===== config.mk =====
export PLATFORM = sky130hd
export DESIGN_NAME = asram_ctrl
export DESIGN_NICKNAME = d
export VERILOG_FILES = /design/src/rtl/asram_pkg.sv /design/src/rtl/asram_timer.sv /design/src/rtl/asram_fsm.sv /design/src/rtl/asram_dp.sv /design/src/rtl/asram_ctrl.sv
export SDC_FILE = /design/constraint.sdc
export NUM_CORES = 1
export LEC_CHECK = 0
export CORE_ASPECT_RATIO = 1.2
export CORE_MARGIN = 2
export CORE_UTILIZATION = 37
export CTS_BUF_LIST = sky130_fd_sc_hd__clkbuf_4 sky130_fd_sc_hd__clkbuf_8 sky130_fd_sc_hd__clkbuf_16
export DETAILED_ROUTE_END_ITERATION = 10
export PLACE_DENSITY = 0.85
export SYNTH_ARGS = -nofsm -noshare
export SYNTH_HDL_FRONTEND = slang
export SYNTH_HIERARCHICAL = 1
export SYNTH_SLANG_ARGS = --single-unit

===== constraint.sdc =====
create_clock -name clk -period 2.95 [get_ports clk]
set_input_delay 0.59 -clock clk [delete_from_list [all_inputs] [get_ports clk]]
set_output_delay 0.59 -clock clk [all_outputs]
set_load 0.02 [all_outputs]

===== src/rtl/asram_pkg.sv =====
package asram_pkg;

    typedef enum logic [1:0] {
        ST_IDLE  = 2'd0,
        ST_READ  = 2'd1,
        ST_WRITE = 2'd2,
        ST_TURN  = 2'd3
    } ctl_state_e;

    // Memory-side control levels, all as driven on the pins.
    typedef struct packed {
        logic cs_n;
        logic cs;
        logic we_n;
        logic oe_n;
        logic drive;
    } pin_ctl_t;

    localparam pin_ctl_t PINS_STANDBY = '{cs_n: 1'b1, cs: 1'b0, we_n: 1'b1, oe_n: 1'b1, drive: 1'b0};
    localparam pin_ctl_t PINS_READ    = '{cs_n: 1'b0, cs: 1'b1, we_n: 1'b1, oe_n: 1'b0, drive: 1'b0};
    localparam pin_ctl_t PINS_WRITE   = '{cs_n: 1'b0, cs: 1'b1, we_n: 1'b0, oe_n: 1'b1, drive: 1'b1};
    localparam pin_ctl_t PINS_TURN    = '{cs_n: 1'b1, cs: 1'b0, we_n: 1'b1, oe_n: 1'b1, drive: 1'b1};

    // Nanoseconds to whole cycles, rounded up, never below one.
    function automatic int ns_to_cyc(input int t_ns, input int clk_ns);
        int c;
        c = (t_ns + clk_ns - 1) / clk_ns;
        return (c < 1) ? 1 : c;
    endfunction

    function automatic int imax(input int a, input int b);
        return (a > b) ? a : b;
    endfunction

endpackage


===== src/rtl/asram_timer.sv =====
module asram_timer #(
    parameter int CW = 4
) (
    input  logic          clk,
    input  logic          rst,
    input  logic          load,
    input  logic [CW-1:0] load_val,
    output logic          last
);
    logic [CW-1:0] cnt_q;

    always_ff @(posedge clk) begin
        if (rst)
            cnt_q <= '0;
        else if (load)
            cnt_q <= load_val;
        else if (cnt_q != '0)
            cnt_q <= cnt_q - 1'b1;
    end

    assign last = (cnt_q == CW'(1));
endmodule


===== src/rtl/asram_fsm.sv =====
module asram_fsm
    import asram_pkg::*;
#(
    parameter int NR = 7,
    parameter int NW = 6,
    parameter int CW = 4
) (
    input  logic     clk,
    input  logic     rst,
    input  logic     req_valid,
    input  logic     req_write,
    output logic     accept,
    output logic     capture,
    output logic     idle,
    output pin_ctl_t pins
);
    ctl_state_e state_q;
    logic       last;
    logic [CW-1:0] load_val;

    assign idle     = (state_q == ST_IDLE);
    assign accept   = idle && req_valid;
    assign load_val = req_write ? CW'(NW) : CW'(NR);
    assign capture  = (state_q == ST_READ) && last;

    asram_timer #(.CW(CW)) u_timer (
        .clk      (clk),
        .rst      (rst),
        .load     (accept),
        .load_val (load_val),
        .last     (last)
    );

    always_ff @(posedge clk) begin
        if (rst) begin
            state_q <= ST_IDLE;
        end else begin
            unique case (state_q)
                ST_IDLE:  if (req_valid) state_q <= req_write ? ST_WRITE : ST_READ;
                ST_READ:  if (last) state_q <= ST_IDLE;
                ST_WRITE: if (last) state_q <= ST_TURN;
                ST_TURN:  state_q <= ST_IDLE;
                default:  state_q <= ST_IDLE;
            endcase
        end
    end

    always_comb begin
        unique case (state_q)
            ST_READ:  pins = PINS_READ;
            ST_WRITE: pins = PINS_WRITE;
            ST_TURN:  pins = PINS_TURN;
            default:  pins = PINS_STANDBY;
        endcase
    end
endmodule


===== src/rtl/asram_dp.sv =====
module asram_dp #(
    parameter int AW = 17,
    parameter int DW = 8
) (
    input  logic          clk,
    input  logic          rst,
    input  logic          accept,
    input  logic          capture,
    input  logic [AW-1:0] req_addr,
    input  logic [DW-1:0] req_wdata,
    input  logic [DW-1:0] mem_dq_in,
    output logic [AW-1:0] addr_q,
    output logic [DW-1:0] wdata_q,
    output logic [DW-1:0] rdata_q,
    output logic          rvalid_q
);
    always_ff @(posedge clk) begin
        if (rst) begin
            addr_q   <= '0;
            wdata_q  <= '0;
            rdata_q  <= '0;
            rvalid_q <= 1'b0;
        end else begin
            if (accept) begin
                addr_q  <= req_addr;
                wdata_q <= req_wdata;
            end
            if (capture)
                rdata_q <= mem_dq_in;
            rvalid_q <= capture;
        end
    end
endmodule


===== src/rtl/asram_ctrl.sv =====
module asram_ctrl
    import asram_pkg::*;
#(
    parameter int AW     = 17,
    parameter int DW     = 8,
    parameter int CLK_NS = 8,
    parameter int T_RC   = 50,
    parameter int T_AA   = 50,
    parameter int T_ACS  = 50,
    parameter int T_OE   = 25,
    parameter int T_WC   = 50,
    parameter int T_WP   = 40,
    parameter int T_CW   = 45,
    parameter int T_AW   = 45,
    parameter int T_DW   = 25
) (
    input  logic          clk,
    input  logic          rst,
    input  logic          req_valid,
    output logic          req_ready,
    input  logic          req_write,
    input  logic [AW-1:0] req_addr,
    input  logic [DW-1:0] req_wdata,
    output logic          rd_valid,
    output logic [DW-1:0] rd_data,
    output logic [AW-1:0] mem_addr,
    output logic          mem_cs_n,
    output logic          mem_cs,
    output logic          mem_we_n,
    output logic          mem_oe_n,
    output logic [DW-1:0] mem_dq_out,
    output logic          mem_dq_oe,
    input  logic [DW-1:0] mem_dq_in
);
    localparam int NR = imax(imax(ns_to_cyc(T_RC, CLK_NS), ns_to_cyc(T_AA, CLK_NS)),
                             imax(ns_to_cyc(T_ACS, CLK_NS), ns_to_cyc(T_OE, CLK_NS)));
    localparam int WC_PULSE = imax(ns_to_cyc(T_WC, CLK_NS) - 1, 1);
    localparam int NW = imax(imax(ns_to_cyc(T_WP, CLK_NS), ns_to_cyc(T_CW, CLK_NS)),
                             imax(imax(ns_to_cyc(T_AW, CLK_NS), ns_to_cyc(T_DW, CLK_NS)), WC_PULSE));
    localparam int CW = $clog2(imax(NR, NW) + 1);

    logic     accept;
    logic     capture;
    logic     idle;
    pin_ctl_t pins;

    asram_fsm #(.NR(NR), .NW(NW), .CW(CW)) u_fsm (
        .clk       (clk),
        .rst       (rst),
        .req_valid (req_valid),
        .req_write (req_write),
        .accept    (accept),
        .capture   (capture),
        .idle      (idle),
        .pins      (pins)
    );

    asram_dp #(.AW(AW), .DW(DW)) u_dp (
        .clk       (clk),
        .rst       (rst),
        .accept    (accept),
        .capture   (capture),
        .req_addr  (req_addr),
        .req_wdata (req_wdata),
        .mem_dq_in (mem_dq_in),
        .addr_q    (mem_addr),
        .wdata_q   (mem_dq_out),
        .rdata_q   (rd_data),
        .rvalid_q  (rd_valid)
    );

    assign req_ready = idle;
    assign mem_cs_n  = pins.cs_n;
    assign mem_cs    = pins.cs;
    assign mem_we_n  = pins.we_n;
    assign mem_oe_n  = pins.oe_n;
    assign mem_dq_oe = pins.drive;
endmodule


==> flow_summary.ini <==
[route]
top_layer = met4
vias = 1343
drt_pass1_iterations = 4
ant_nets = 0
route.final.wire_length_microns = 3530
detail_route.vias_per_cell = 4.58
drc = 0
wl_per_cell_microns = 12.0
m1WireLength_microns = 1520
wl_met2_microns = 1690
wl_met3_microns = 285
drt_iter0_drc = 29

[worst_setup_path]
worstSetupStartpointType = flop
critPathCaptureType = output pin
critPathArrivalTime_ps = 1780
r2r_slack_ps = 1270
path_max_fanout = 6
rr_startpoint = u_fsm/state_q[0]
reg2reg_depth = 6
r2r_end = u_dp/addr_q[9]
cp.required_ps = 2360
path_class = flop to output pin

[die]
pin_count = 77
floorplan.initialDensity_pct = 38.6
core-area_sq_um = 4290
die_w_microns = 65.1
rows = 26
fp.dieH_microns = 77.3
die_area_sq_um = 5030

[place]
post-place-ws_ps = 884
hpwl_microns = 2590
port_buffers = 76
gp_congestion = 0.684

[final_layout]
area_growth_pct = 55.3
nNetsFinal = 281
antenna_cells = 0
drive_gt1_share_pct = 5.91
fill_cells = 382

[global_route]
grt_overflow = 0
grt_pass1_vias = 1325
grt.total_usage_pct = 14.6
grt_max_degree = 28
antenna_found_initial = 0
grt_pass1_wl_microns = 5690

[sta]
slew_violations = 0
rsz0062_at_grt = false
fin_crit_sh_pct = 80.4
hold_viol = 0
holdWs_ps = 492
period_minus_slack_ps = 2370
finalSetupTns_ps = 0
worst_clock_skew_ps = 4.12
max_freq_mhz = 422
finalSetupViolCount = 0
max_slew_margin_pct = 48.6
setup_slack_ps = 578
tightestPinTransition_ps = 769

[pwr]
vdd_drop_max_mv = 0.593
pwr_density_cell_nw_per_um2 = 815
cellLeakagePower_nw = 1.02

[clock_tree]
cts_max_level = 2
clockBufferDepth = 2
postCtsSetupRepairBufs = 0
cts_buffers = 5
clk_latency_ps = 280
clk_pin_slew_ps = 70
root_buffer = clkbuf_8
post_cts_resized = 0
cts.sinks = 39
ctsHoldBuffers = 0
cts_tree = built

[logic_synthesis]
synth.distinct_cells = 24
synth_edf_count = 0
syn_inst = 158
ys.flop_type = dfxtp_1
ys_seq_area_share_pct = 47.1
synth_warnings = 6
async_flop_share_pct = 0
syn_avg_cell_area_sq_um = 10.5
syn-cell-area_sq_um = 1660
yosysTopAreaCellShare_pct = 47.1
ys_top_cells_by_count = dfxtp_1, mux2i_1, nor2_1
synthTopCellsByArea = dfxtp_1, mux2i_1, nor2_1
ys_ff_latch = 39
synth_most_common_cell = dfxtp_1
synth_top_cell_by_area = dfxtp_1

[hold_path]
hold_depth = 2
min_delay_worst_endpoint = u_dp/wdata_q[3]
hp-class = flop to flop
min_from = u_dp/wdata_q[3]

[outcome]
status = complete, no violations

[run]
drv_cap = 0
==> logic make-up after synthesis <==
| kind of cell | after synthesis | share of synthesized area (%) |
|---|---|---|
| AOI/OAI and AO/OA | 8 | 4.46 |
| and+or+nand+nor | 50 | 14.4 |
| buffers and inverters | 17 | 6.65 |
| other | 1 | 0.226 |
| DFF | 39 | 47.1 |
| muxes | 35 | 21.1 |
| adders and majority gates | 8 | 6.04 |
==> per-layer routing <==
| layer | vias to the layer above | GRT usage, % |
|---|---|---|
| met4 | 0 | 6.88 |
| met1 | 612 | 15.4 |
| met3 | 2 | 4.25 |
| met5 | - | 0 |
| met2 | 56 | 26.2 |
| li1 | 673 | - |
==> cell usage in the layout (no fill, tap or decap) <==
cell type        synthesis  final
nand2b_1                 2      2
a311oi_2                 1      1
and2_1                   1      1
mux2i_1                 35     35
bufinv_16                0      1
ha_1                     8      8
clkdlybuf4s50_1          0     76
a311oi_1                 2      2
and2b_2                  1      1
clkinv_2                 0      1
buf_12                   2      2
or3b_1                   1      1
conb_1                   1      2
nor2_1                  35     35
inv_1                    9      9
dfxtp_1                 39     39
nor2b_1                  6      6
a21oi_1                  2      2
clkbuf_8                 0      6
or2b_1                   1      1
a2111oi_1                2      2
and2_2                   1      1
nor4b_1                  2      2
o21bai_2                 1      1
==> per-stage QoR <==
step / total power, mW / cell area (sq um) / cells / utilization [%]
2_1_floorplan: 1.35 / 1660 / 159 / -
3_3_place_gp: 1.64 / 2450 / 285 / 57.2
3_5_place_dp: 1.67 / 2450 / 285 / 57.2
4_1_cts: 2.13 / 2570 / 293 / 59.9
5_1_grt: 2.23 / 2570 / 293 / 59.9
6_report: 2.10 / 2570 / 293 / 59.9
==> where the power goes <==
group	internal (mW)	switching (mW)	leakage, nW	total (mW)
combinational	0.494	0.471	0.638	0.966
sequential	0.623	0.0619	0.319	0.685
clock	0.273	0.172	0.0612	0.446
total	1.39	0.705	1.02	2.10
==> how the worst max path moves through the flow <==
stage	start	end	slack, ps	cells past startpoint
after detailed placement	rst	u_fsm/u_timer/cnt_q[2]	880	3
after global placement	u_fsm/state_q[0]	mem_dq_oe	910	4
after floorplan	u_fsm/state_q[0]	u_dp/addr_q[0]	1250	7
after global routing	u_fsm/state_q[1]	mem_dq_oe	480	4
final	u_fsm/state_q[1]	mem_dq_oe	580	4
after CTS	u_fsm/state_q[0]	mem_dq_oe	560	4
==> flip-flops by register name (all words and copies together) (netlist names) <==
| register | cells |
|---|---|
| u_dp/addr_q | 17 |
| u_fsm/state_q | 2 |
| u_dp/rvalid_q | 1 |
| u_dp/wdata_q | 8 |
| u_dp/rdata_q | 8 |
| u_fsm/u_timer/cnt_q | 3 |
==> cell type report <==
type	count	area, sq um	area share, %
Sequential cell	39	781	30.4
Clock inverter	2	35.0	1.36
Timing Repair Buffer	78	801	31.1
Multi-Input combinational cell	103	769	29.9
Tap cell	56	70.1	2.72
Inverter	9	33.8	1.31
Clock buffer	6	82.6	3.21
==> worst max-delay path, cell delays in order, from the launching register on <==
cell and delay (ps):
dfxtp_1 410, inv_1 90, ha_1 270, nor2_1 130, clkdlybuf4s50_1 610
Power figures use the tool's default switching activity.
